## src/rtl/sertx_pkg.sv

```systemverilog
package sertx_pkg;
   typedef enum logic [1:0] {
      SEL_HOLD = 2'd0,
      SEL_CTRL = 2'd1,
      SEL_STAT = 2'd2,
      SEL_PORT = 2'd3
   } sertx_sel_e;

   localparam int CTRL_EN_BIT  = 0;
   localparam int CTRL_IE_BIT  = 1;
   localparam int STAT_CLR_BIT = 0;
   localparam int PORT_LVL_BIT = 0;
   localparam int PORT_DIR_BIT = 1;
endpackage

```

## src/rtl/sertx_regs.sv

```systemverilog
module sertx_regs
   import sertx_pkg::*;
#(
   parameter int DW       = 8,
   parameter int CW       = 8,
   parameter bit DMA_AUTO = 1'b1
) (
   input  logic          clk,
   input  logic          rst_n,
   input  logic          wr_en,
   input  logic [1:0]    wr_addr,
   input  logic [DW-1:0] wr_data,
   input  logic          dma_wr,
   input  logic [DW-1:0] dma_data,
   input  logic          dma_isel,
   input  logic [CW-1:0] dma_cnt,
   input  logic          load,
   input  logic          frame_done,
   output logic          te_q,
   output logic          ie_q,
   output logic          port_lvl,
   output logic          port_dir,
   output logic [DW-1:0] hold_q,
   output logic          empty_q,
   output logic          end_q,
   output logic          te_rise,
   output logic          te_drop
);
   logic ctrl_wr, sw_clr, auto_clr, any_clr, te_next;

   assign ctrl_wr  = wr_en && (sertx_sel_e'(wr_addr) == SEL_CTRL);
   assign te_rise  = ctrl_wr && wr_data[CTRL_EN_BIT] && !te_q;
   assign te_drop  = ctrl_wr && !wr_data[CTRL_EN_BIT];
   assign te_next  = ctrl_wr ? wr_data[CTRL_EN_BIT] : te_q;
   assign sw_clr   = wr_en && (sertx_sel_e'(wr_addr) == SEL_STAT)
                     && !wr_data[STAT_CLR_BIT] && empty_q;

   generate
      if (DMA_AUTO) begin : g_auto
         assign auto_clr = dma_wr && !dma_isel && (dma_cnt != '0);
      end else begin : g_noauto
         assign auto_clr = 1'b0;
      end
   endgenerate

   assign any_clr = sw_clr || auto_clr;

   always_ff @(posedge clk) begin
      if (!rst_n) begin
         te_q     <= 1'b0;
         ie_q     <= 1'b0;
         port_lvl <= 1'b1;
         port_dir <= 1'b0;
         hold_q   <= '0;
         empty_q  <= 1'b1;
         end_q    <= 1'b1;
      end else begin
         te_q <= te_next;
         if (ctrl_wr) ie_q <= wr_data[CTRL_IE_BIT];
         if (wr_en && (sertx_sel_e'(wr_addr) == SEL_PORT)) begin
            port_lvl <= wr_data[PORT_LVL_BIT];
            port_dir <= wr_data[PORT_DIR_BIT];
         end
         if (dma_wr) hold_q <= dma_data;
         else if (wr_en && (sertx_sel_e'(wr_addr) == SEL_HOLD)) hold_q <= wr_data;

         if (!te_next) begin
            empty_q <= 1'b1;
            end_q   <= 1'b1;
         end else if (load) begin
            empty_q <= 1'b1;
            end_q   <= 1'b0;
         end else if (any_clr) begin
            empty_q <= 1'b0;
            end_q   <= 1'b0;
         end else if (frame_done) begin
            end_q   <= empty_q;
         end
      end
   end
endmodule

```

## src/rtl/sertx_shift.sv

```systemverilog
module sertx_shift #(
   parameter int DW  = 8,
   parameter int OVS = 16
) (
   input  logic          clk,
   input  logic          rst_n,
   input  logic          abort,
   input  logic          start_idle,
   input  logic          load,
   input  logic [DW-1:0] data,
   input  logic          tick,
   output logic          ser,
   output logic          busy,
   output logic          done
);
   localparam int FRAME = DW + 2;
   localparam int TW    = $clog2(OVS);
   localparam int BW    = $clog2(FRAME);
   localparam logic [TW-1:0] TICK_LAST = TW'(OVS - 1);
   localparam logic [BW-1:0] BIT_LAST  = BW'(FRAME - 1);

   logic [FRAME-1:0] sh;
   logic [TW-1:0]    tick_cnt;
   logic [BW-1:0]    bit_cnt;
   logic             bit_end;

   assign bit_end = busy && tick && (tick_cnt == TICK_LAST);
   assign done    = bit_end && (bit_cnt == BIT_LAST);
   assign ser     = busy ? sh[0] : 1'b1;

   always_ff @(posedge clk) begin
      if (!rst_n || abort) begin
         busy     <= 1'b0;
         sh       <= '1;
         tick_cnt <= '0;
         bit_cnt  <= '0;
      end else if (start_idle || load) begin
         busy     <= 1'b1;
         sh       <= start_idle ? '1 : {1'b1, data, 1'b0};
         tick_cnt <= '0;
         bit_cnt  <= '0;
      end else if (busy && tick) begin
         if (bit_end) begin
            tick_cnt <= '0;
            sh       <= {1'b1, sh[FRAME-1:1]};
            if (bit_cnt == BIT_LAST) begin
               busy    <= 1'b0;
               bit_cnt <= '0;
            end else begin
               bit_cnt <= bit_cnt + 1'b1;
            end
         end else begin
            tick_cnt <= tick_cnt + 1'b1;
         end
      end
   end
endmodule

```

## src/rtl/sertx_pinmux.sv

```systemverilog
module sertx_pinmux (
   input  logic te,
   input  logic ser,
   input  logic port_lvl,
   input  logic port_dir,
   output logic pin
);
   always_comb begin
      if (te)            pin = ser;
      else if (port_dir) pin = port_lvl;
      else               pin = 1'b1;
   end
endmodule

```

## src/rtl/sertx_top.sv

```systemverilog
module sertx_top #(
   parameter int DW       = 8,
   parameter int CW       = 8,
   parameter int OVS      = 16,
   parameter bit DMA_AUTO = 1'b1
) (
   input  logic          clk,
   input  logic          rst_n,
   input  logic          baud_tick,
   input  logic          wr_en,
   input  logic [1:0]    wr_addr,
   input  logic [DW-1:0] wr_data,
   input  logic          dma_wr,
   input  logic [DW-1:0] dma_data,
   input  logic          dma_isel,
   input  logic [CW-1:0] dma_cnt,
   output logic          txd,
   output logic          txe_irq,
   output logic          empty_flag,
   output logic          end_flag
);
   generate
      if (DW < 5)  begin : g_bad_dw  $error("sertx_top: DW must be at least 5"); end
      if (OVS < 2) begin : g_bad_ovs $error("sertx_top: OVS must be at least 2"); end
      if (CW < 1)  begin : g_bad_cw  $error("sertx_top: CW must be at least 1"); end
   endgenerate

   logic          te_q, ie_q, port_lvl, port_dir, empty_q, end_q;
   logic          te_rise, te_drop, load, ser, busy, done;
   logic [DW-1:0] hold_q;

   assign load = te_q && !busy && !empty_q;

   sertx_regs #(.DW(DW), .CW(CW), .DMA_AUTO(DMA_AUTO)) u_regs (
      .clk, .rst_n, .wr_en, .wr_addr, .wr_data,
      .dma_wr, .dma_data, .dma_isel, .dma_cnt,
      .load, .frame_done(done),
      .te_q, .ie_q, .port_lvl, .port_dir, .hold_q,
      .empty_q, .end_q, .te_rise, .te_drop
   );

   sertx_shift #(.DW(DW), .OVS(OVS)) u_shift (
      .clk, .rst_n, .abort(te_drop), .start_idle(te_rise), .load,
      .data(hold_q), .tick(baud_tick), .ser, .busy, .done
   );

   sertx_pinmux u_mux (
      .te(te_q), .ser, .port_lvl, .port_dir, .pin(txd)
   );

   assign txe_irq    = empty_q && ie_q;
   assign empty_flag = empty_q;
   assign end_flag   = end_q;
endmodule

```

## config.mk

```make
export PLATFORM = sky130hd
export DESIGN_NAME = sertx_top
export DESIGN_NICKNAME = d
export VERILOG_FILES = /design/src/rtl/sertx_pkg.sv /design/src/rtl/sertx_regs.sv /design/src/rtl/sertx_shift.sv /design/src/rtl/sertx_pinmux.sv /design/src/rtl/sertx_top.sv
export SDC_FILE = /design/constraint.sdc
export NUM_CORES = 1
export LEC_CHECK = 0
export ABC_AREA = 1
export ABC_CLOCK_PERIOD_IN_PS = 1450
export BUFFER_PORTS_ARGS = -buffer_cell sky130_fd_sc_hd__buf_4
export CAP_MARGIN = 30
export CORE_AREA = 8 8 64 66
export CTS_BUF_LIST = sky130_fd_sc_hd__clkbuf_2
export DETAILED_ROUTE_END_ITERATION = 10
export DIE_AREA = 0 0 72 74
export HOLD_SLACK_MARGIN = 0.02
export PLACE_DENSITY_LB_ADDON = 0.15
export SLEW_MARGIN = 15
export SYNTH_ARGS = -nofsm -noshare
export SYNTH_HDL_FRONTEND = slang
export SYNTH_SLANG_ARGS = --single-unit
```

## constraint.sdc

```tcl
create_clock -name clk -period 1.45 [get_ports clk]
set_input_delay 0.2175 -clock clk [delete_from_list [all_inputs] [get_ports clk]]
set_output_delay 0.2175 -clock clk [all_outputs]
set_load 0.01 [all_outputs]
```

== Yosys cells after proc, flatten, opt, wreduce, memory -nomap -nowiden ==
Cells that the tools add are included.

* Register bits: 33
* Input port bits: 32
* Output and inout port bits: 4

* Add/sub/neg operators: 2
* Equality and inequality tests: 5
* Muxes and demuxes: 19
* Bitwise gates (word level): 2
* Reduce and logical (&&, ||, !) cells: 39

{| class="wikitable"
|+ Operators by type and width
! cell !! count
|-
| two-way mux 10 bit || 3
|-
| logical AND 1 bit || 17
|-
| two-way mux 8 bit || 2
|-
| two-way mux 1 bit || 11
|-
| two-way mux 9 bit || 1
|-
| adder 4 x 1 -> 4 bit (second input constant) || 2
|-
| == test 4 bit (second input constant) || 2
|-
| two-way mux 4 bit || 2
|-
| nonzero test 2 bit || 4
|-
| nonzero test 8 bit || 1
|-
| logical NOT 1 bit || 6
|-
| AND reduction 2 bit || 3
|-
| == test 2 bit (second input constant) || 2
|-
| logical OR 1 bit || 3
|-
| AND reduction 3 bit || 1
|-
| nonzero test 3 bit || 1
|-
| OR reduction 3 bit || 1
|-
| == test 2 x 1 -> 1 bit (second input constant) || 1
|-
| logical NOT 2 bit || 1
|-
| inverter 1 bit || 2
|-
| OR reduction 2 bit || 1
|}

== Depth between registers and ports, before layout ==
* Word-level depth: 7
* Gate-level depth with buffers: 9
* Depth with buffers taken out: 8

== Cells and area by module ==
From an unflattened synthesis, not the netlist that was laid out.

* Cells, all modules: 237
* Area, all modules: 1604.0 um^2

{| class="wikitable"
|+ Modules (own cells, without submodules)
! module !! times used !! cells each !! area an instance (um^2) !! seq. area each (um^2)
|-
| sertx_shift || 1 || 133 || 880.8 || 360.3
|-
| sertx_regs || 1 || 93 || 679.4 || 280.3
|-
| sertx_pinmux || 1 || 6 || 22.5 || 0.0
|-
| sertx_top || 1 || 5 || 21.3 || 0.0
|}

== Worst setup path after synthesis ==
Ideal clock, no wire load.

* Path type: flip-flop to flip-flop
* Start point: register u_shift.tick_cnt[0]
* End point: register u_regs.end_q
* Setup time: 124 ps
* Arrival: 1096 ps
* Required time: 1326 ps
* Path slack: 229 ps
* Cell stages (with the launch flop): 9
* Buffers on the path: 0
* Path through: dfxtp_1 ha_1 nand3_1 nor2_4 nand3_1 nand2_1 inv_1 nand2_1 nand3_1

* Cells in the longest elaborated chain, start to end: 4

{| class="wikitable"
|+ RTL lines
! item !! RTL line !! text
|-
| from (decl) || sertx_shift.sv:23 || <nowiki>logic [TW-1:0] tick_cnt;</nowiki>
|-
| from (signal assigned) || sertx_shift.sv:53 || <nowiki>tick_cnt <= tick_cnt + 1'b1;</nowiki>
|-
| == test 4 bit || sertx_shift.sv:27 || <nowiki>assign bit_end = busy && tick && (tick_cnt == TICK_LAST);</nowiki>
|-
| logical AND 1 bit || sertx_shift.sv:27 ||
|-
| logical AND 1 bit || sertx_shift.sv:28 || <nowiki>assign done = bit_end && (bit_cnt == BIT_LAST);</nowiki>
|-
| nonzero test 3 bit (no source line) || -- ||
|-
| to (signal assigned) || sertx_regs.sv:77 || <nowiki>end_q <= empty_q;</nowiki>
|-
| to (decl) || sertx_regs.sv:25 || <nowiki>output logic end_q,</nowiki>
|}

No other way between the ends.
A chain may end at the register's enable or synchronous reset.

== Final worst setup path ==
* Start point: register u_regs.te_q
* End point: output txd

* Cells in the longest elaborated chain, start to end: 1

{| class="wikitable"
|+ RTL lines
! item !! RTL line !! text
|-
| from (decl) || sertx_regs.sv:19 || <nowiki>output logic te_q,</nowiki>
|-
| from (signal assigned) || sertx_regs.sv:58 || <nowiki>te_q <= te_next;</nowiki>
|-
| two-way mux 1 bit || sertx_pinmux.sv:9 || <nowiki>if (te) pin = ser;</nowiki>
|-
| to (decl) || sertx_top.sv:17 || <nowiki>output logic txd,</nowiki>
|}

No other way between the ends.

==> summary.txt <==
Route
  – Vias post-DR: 1,582
  – Residual DRC: 0
  – Final WL: 3580 um
  – Final antenna-violating net count: 0
  – Drt wl/cell: approximately 11 um
  – Initial DRC Count: 57
  – TritonRoute pass-1 iters: 4
  – Routed vias/inst: approximately 5.0

Timing
  – Setup Skew: 0.0165 ns
  – Post-layout min period: 1.38 ns
  – Hold WS: 0.0856 ns
  – Slew Viols, Final: 0
  – Worst-Margin Slew: roughly 0.37 ns
  – Maximum clock rate: around 730 MHz
  – Fin crit share: 0.949
  – Relative slew margins: 0.751
  – Unrepaired setup endpoints after global routing: no
  – Sum Neg Setup Slack: 0 ns
  – Setup violations, final: 0
  – Hold Violations, Final: 0

Clocking
  – Root buf cell: clkbuf_2
  – CTS Buf Count: 5
  – Clk sinks: 32
  – CTS tree: done
  – Clock transition at path regs: 0.15 ns
  – CTS Hold Bufs: 0
  – Max Root-Sink Buffers: 2
  – H-tree Lvls: 2
  – Clk_lat worst skew: ~0.38 ns

Final layout
  – Antenna diodes: 0
  – Most common cell after layout, fill and taps aside: nand2_1
  – Most frequent cells in the layout: 59 x nand2_1, 39 x buf_4, 33 x nand3_1
  – Area growth syn-to-layout: 23.4%
  – Layout net count: 302
  – Fillcell total: 315
  – Layout cells sized above 1: 0.259

Yosys
  – Area of the mapped netlist: roughly 1600 um2
  – Syn Inst Count: 229
  – Register area share after synthesis: 0.395
  – Flops & latches, synth: 32
  – Avg Inst Size Synth: 7.09 um2
  – Syn Nets: around 260
  – Synth cell types: 30
  – Yosys Warn Count: 0

Floorplan
  – Starting density of the core: 0.510
  – Die X: 72 um
  – DIE HEIGHT: 74 um
  – # rows: 21
  – CORE AREA: 3180 um2
  – IO Pins: 36
  – Total die area: about 5300 um2

Worst setup path
  – Worst setup EP type: primary output
  – Cell with the largest stage delay on the worst path: dfxtp_4
  – CP Launch Type: register
  – WP buf/inv: 1
  – Crit Path Max Fanout: 5
  – Worst EP arrival: between 1 and 1.5 ns
  – Critical path's top delay family: flip-flops
  – Kind of critical path: reg -> out
  – CP Cell Sequence: nor3_4 -> a31oi_1 -> buf_4
  – Max incr delay on CP: 0.40 ns
  – Worst endpoint required time: 1.23 ns

Global route
  – First-pass GRT wire length: between 6000 and 7000 um
  – Number of global-route vias before repair: 1,445
  – Initial antenna violation count: 0
  – Overflow after GRT: 0
  – Largest net degree at the start of global routing: 15
  – Tot GR Track Use: 0.143

Power
  – Power density over the cells: between 700 and 800 nW/um2
  – Pleak: around 1 nW
  – VDD IR max: 0.000485 V

Run
  – Max-cap violations: 0

Placement
  – HPWL after DPL: 2650 um
  – GP Congestion: 0.790
  – IO Port Bufs: 35

Status
  – Status: finished clean

Min path
  – Worst hold path class: in -> reg
[path summary, 6_finish.rpt]
path                       startpoint               end  slack [ns]  cells past startpoint
setup / recovery          u_regs.te_q               txd        0.07                      3
hold / removal            dma_data[6]  u_regs.hold_q[6]        0.09                      3
setup reg to reg  u_shift.tick_cnt[1]      u_regs.end_q        0.13                      8
hold reg to reg       u_regs.port_dir   u_regs.port_dir        0.48                      2
[what timing repair did]
| item | in CTS | in global routing |
|---|---|---|
| gates resized for setup | 1 | 9 |
| setup buffers | 0 | 2 |
| setup endpoints to repair | 1 | 6 |
| pin swaps | 0 | 1 |
[cell families after synthesis]
logic type	count (synthesis)	synth area share
AO/OA/AOI/OAI	30	0.110
XOR/XNOR	2	0.0108
adder cells (fa/ha/maj)	1	0.00771
buffers and inverters	32	0.0979
flip-flops	32	0.395
AND/OR/NAND/NOR	132	0.379
[per-stage QoR]
| step | setup slack [ns] | power [mW] | util | instances | area [um2] |
|---|---|---|---|---|---|
| 2_1_floorplan | 0.229 | 1.07 | - | 229 | 1620 |
| 3_3_place_gp | 0.151 | 1.17 | 0.603 | 306 | 1920 |
| 3_5_place_dp | 0.0950 | 1.17 | 0.603 | 306 | 1920 |
| 4_1_cts | 0.0309 | 1.60 | 0.615 | 314 | 1960 |
| 5_1_grt | 0.000121 | 1.67 | 0.630 | 316 | 2000 |
| 6_report | 0.0741 | 1.58 | 0.630 | 316 | 2000 |
[Yosys cell counts, drive strengths merged]
cell	count	share of area
o21ai	13	0.042
o211ai	1	0.0046
a31oi	9	0.035
clkbuf	2	0.011
ha	1	0.0077
inv	25	0.059
or2	1	0.0039
nor2	23	0.058
buf	5	0.028
nand3b	1	0.0046
nand2	62	0.15
dfxtp	32	0.39
nand4	3	0.012
nor3	4	0.015
xor2	2	0.011
nand3	38	0.13
a21oi	7	0.029
[power by group]
group	internal (mW)	switching, mW
registers	0.914	0.0227
logic	0.109	0.108
clock network	0.129	0.301
total	1.15	0.432
[worst register-to-register path, delay by kind of cell (launching register included)]
| kind | cells | cell delay, ns |
|---|---|---|
| AND/OR/NAND/NOR | 6 | 0.64 |
| flip-flops | 1 | 0.38 |
| buffers and inverters | 1 | 0.03 |
| adder cells (fa/ha/maj) | 1 | 0.17 |
[metal layers]
layer	up-vias	part of all wire	GRT usage
met5	-	0	0
met4	0	0.018	0.0612
met3	8	0.062	0.0580
met2	37	0.47	0.234
met1	704	0.45	0.163
li1	833	-	-
[final cells by class]
cell class / instances / area, um2 / share of cell area
multi-input cells: 165 / 850 / 0.424
flip-flops and latches: 32 / 647 / 0.323
repair buffers: 40 / 313 / 0.156
inverters: 25 / 96.3 / 0.0481
well taps: 46 / 57.6 / 0.0287
clock buffers: 7 / 35.0 / 0.0175
clock inverters: 1 / 3.75 / 0.00188
[registers in the layout, summed over array words and instances (netlist names)]
signal / cells
u_shift.busy: 1
u_regs.empty_q: 1
u_regs.port_lvl: 1
u_regs.ie_q: 1
u_shift.bit_cnt: 4
u_regs.end_q: 1
u_shift.tick_cnt: 4
u_shift.sh: 9
u_regs.te_q: 1
u_regs.hold_q: 8
u_regs.port_dir: 1
Note: power is estimated with default switching activity, not from simulation.
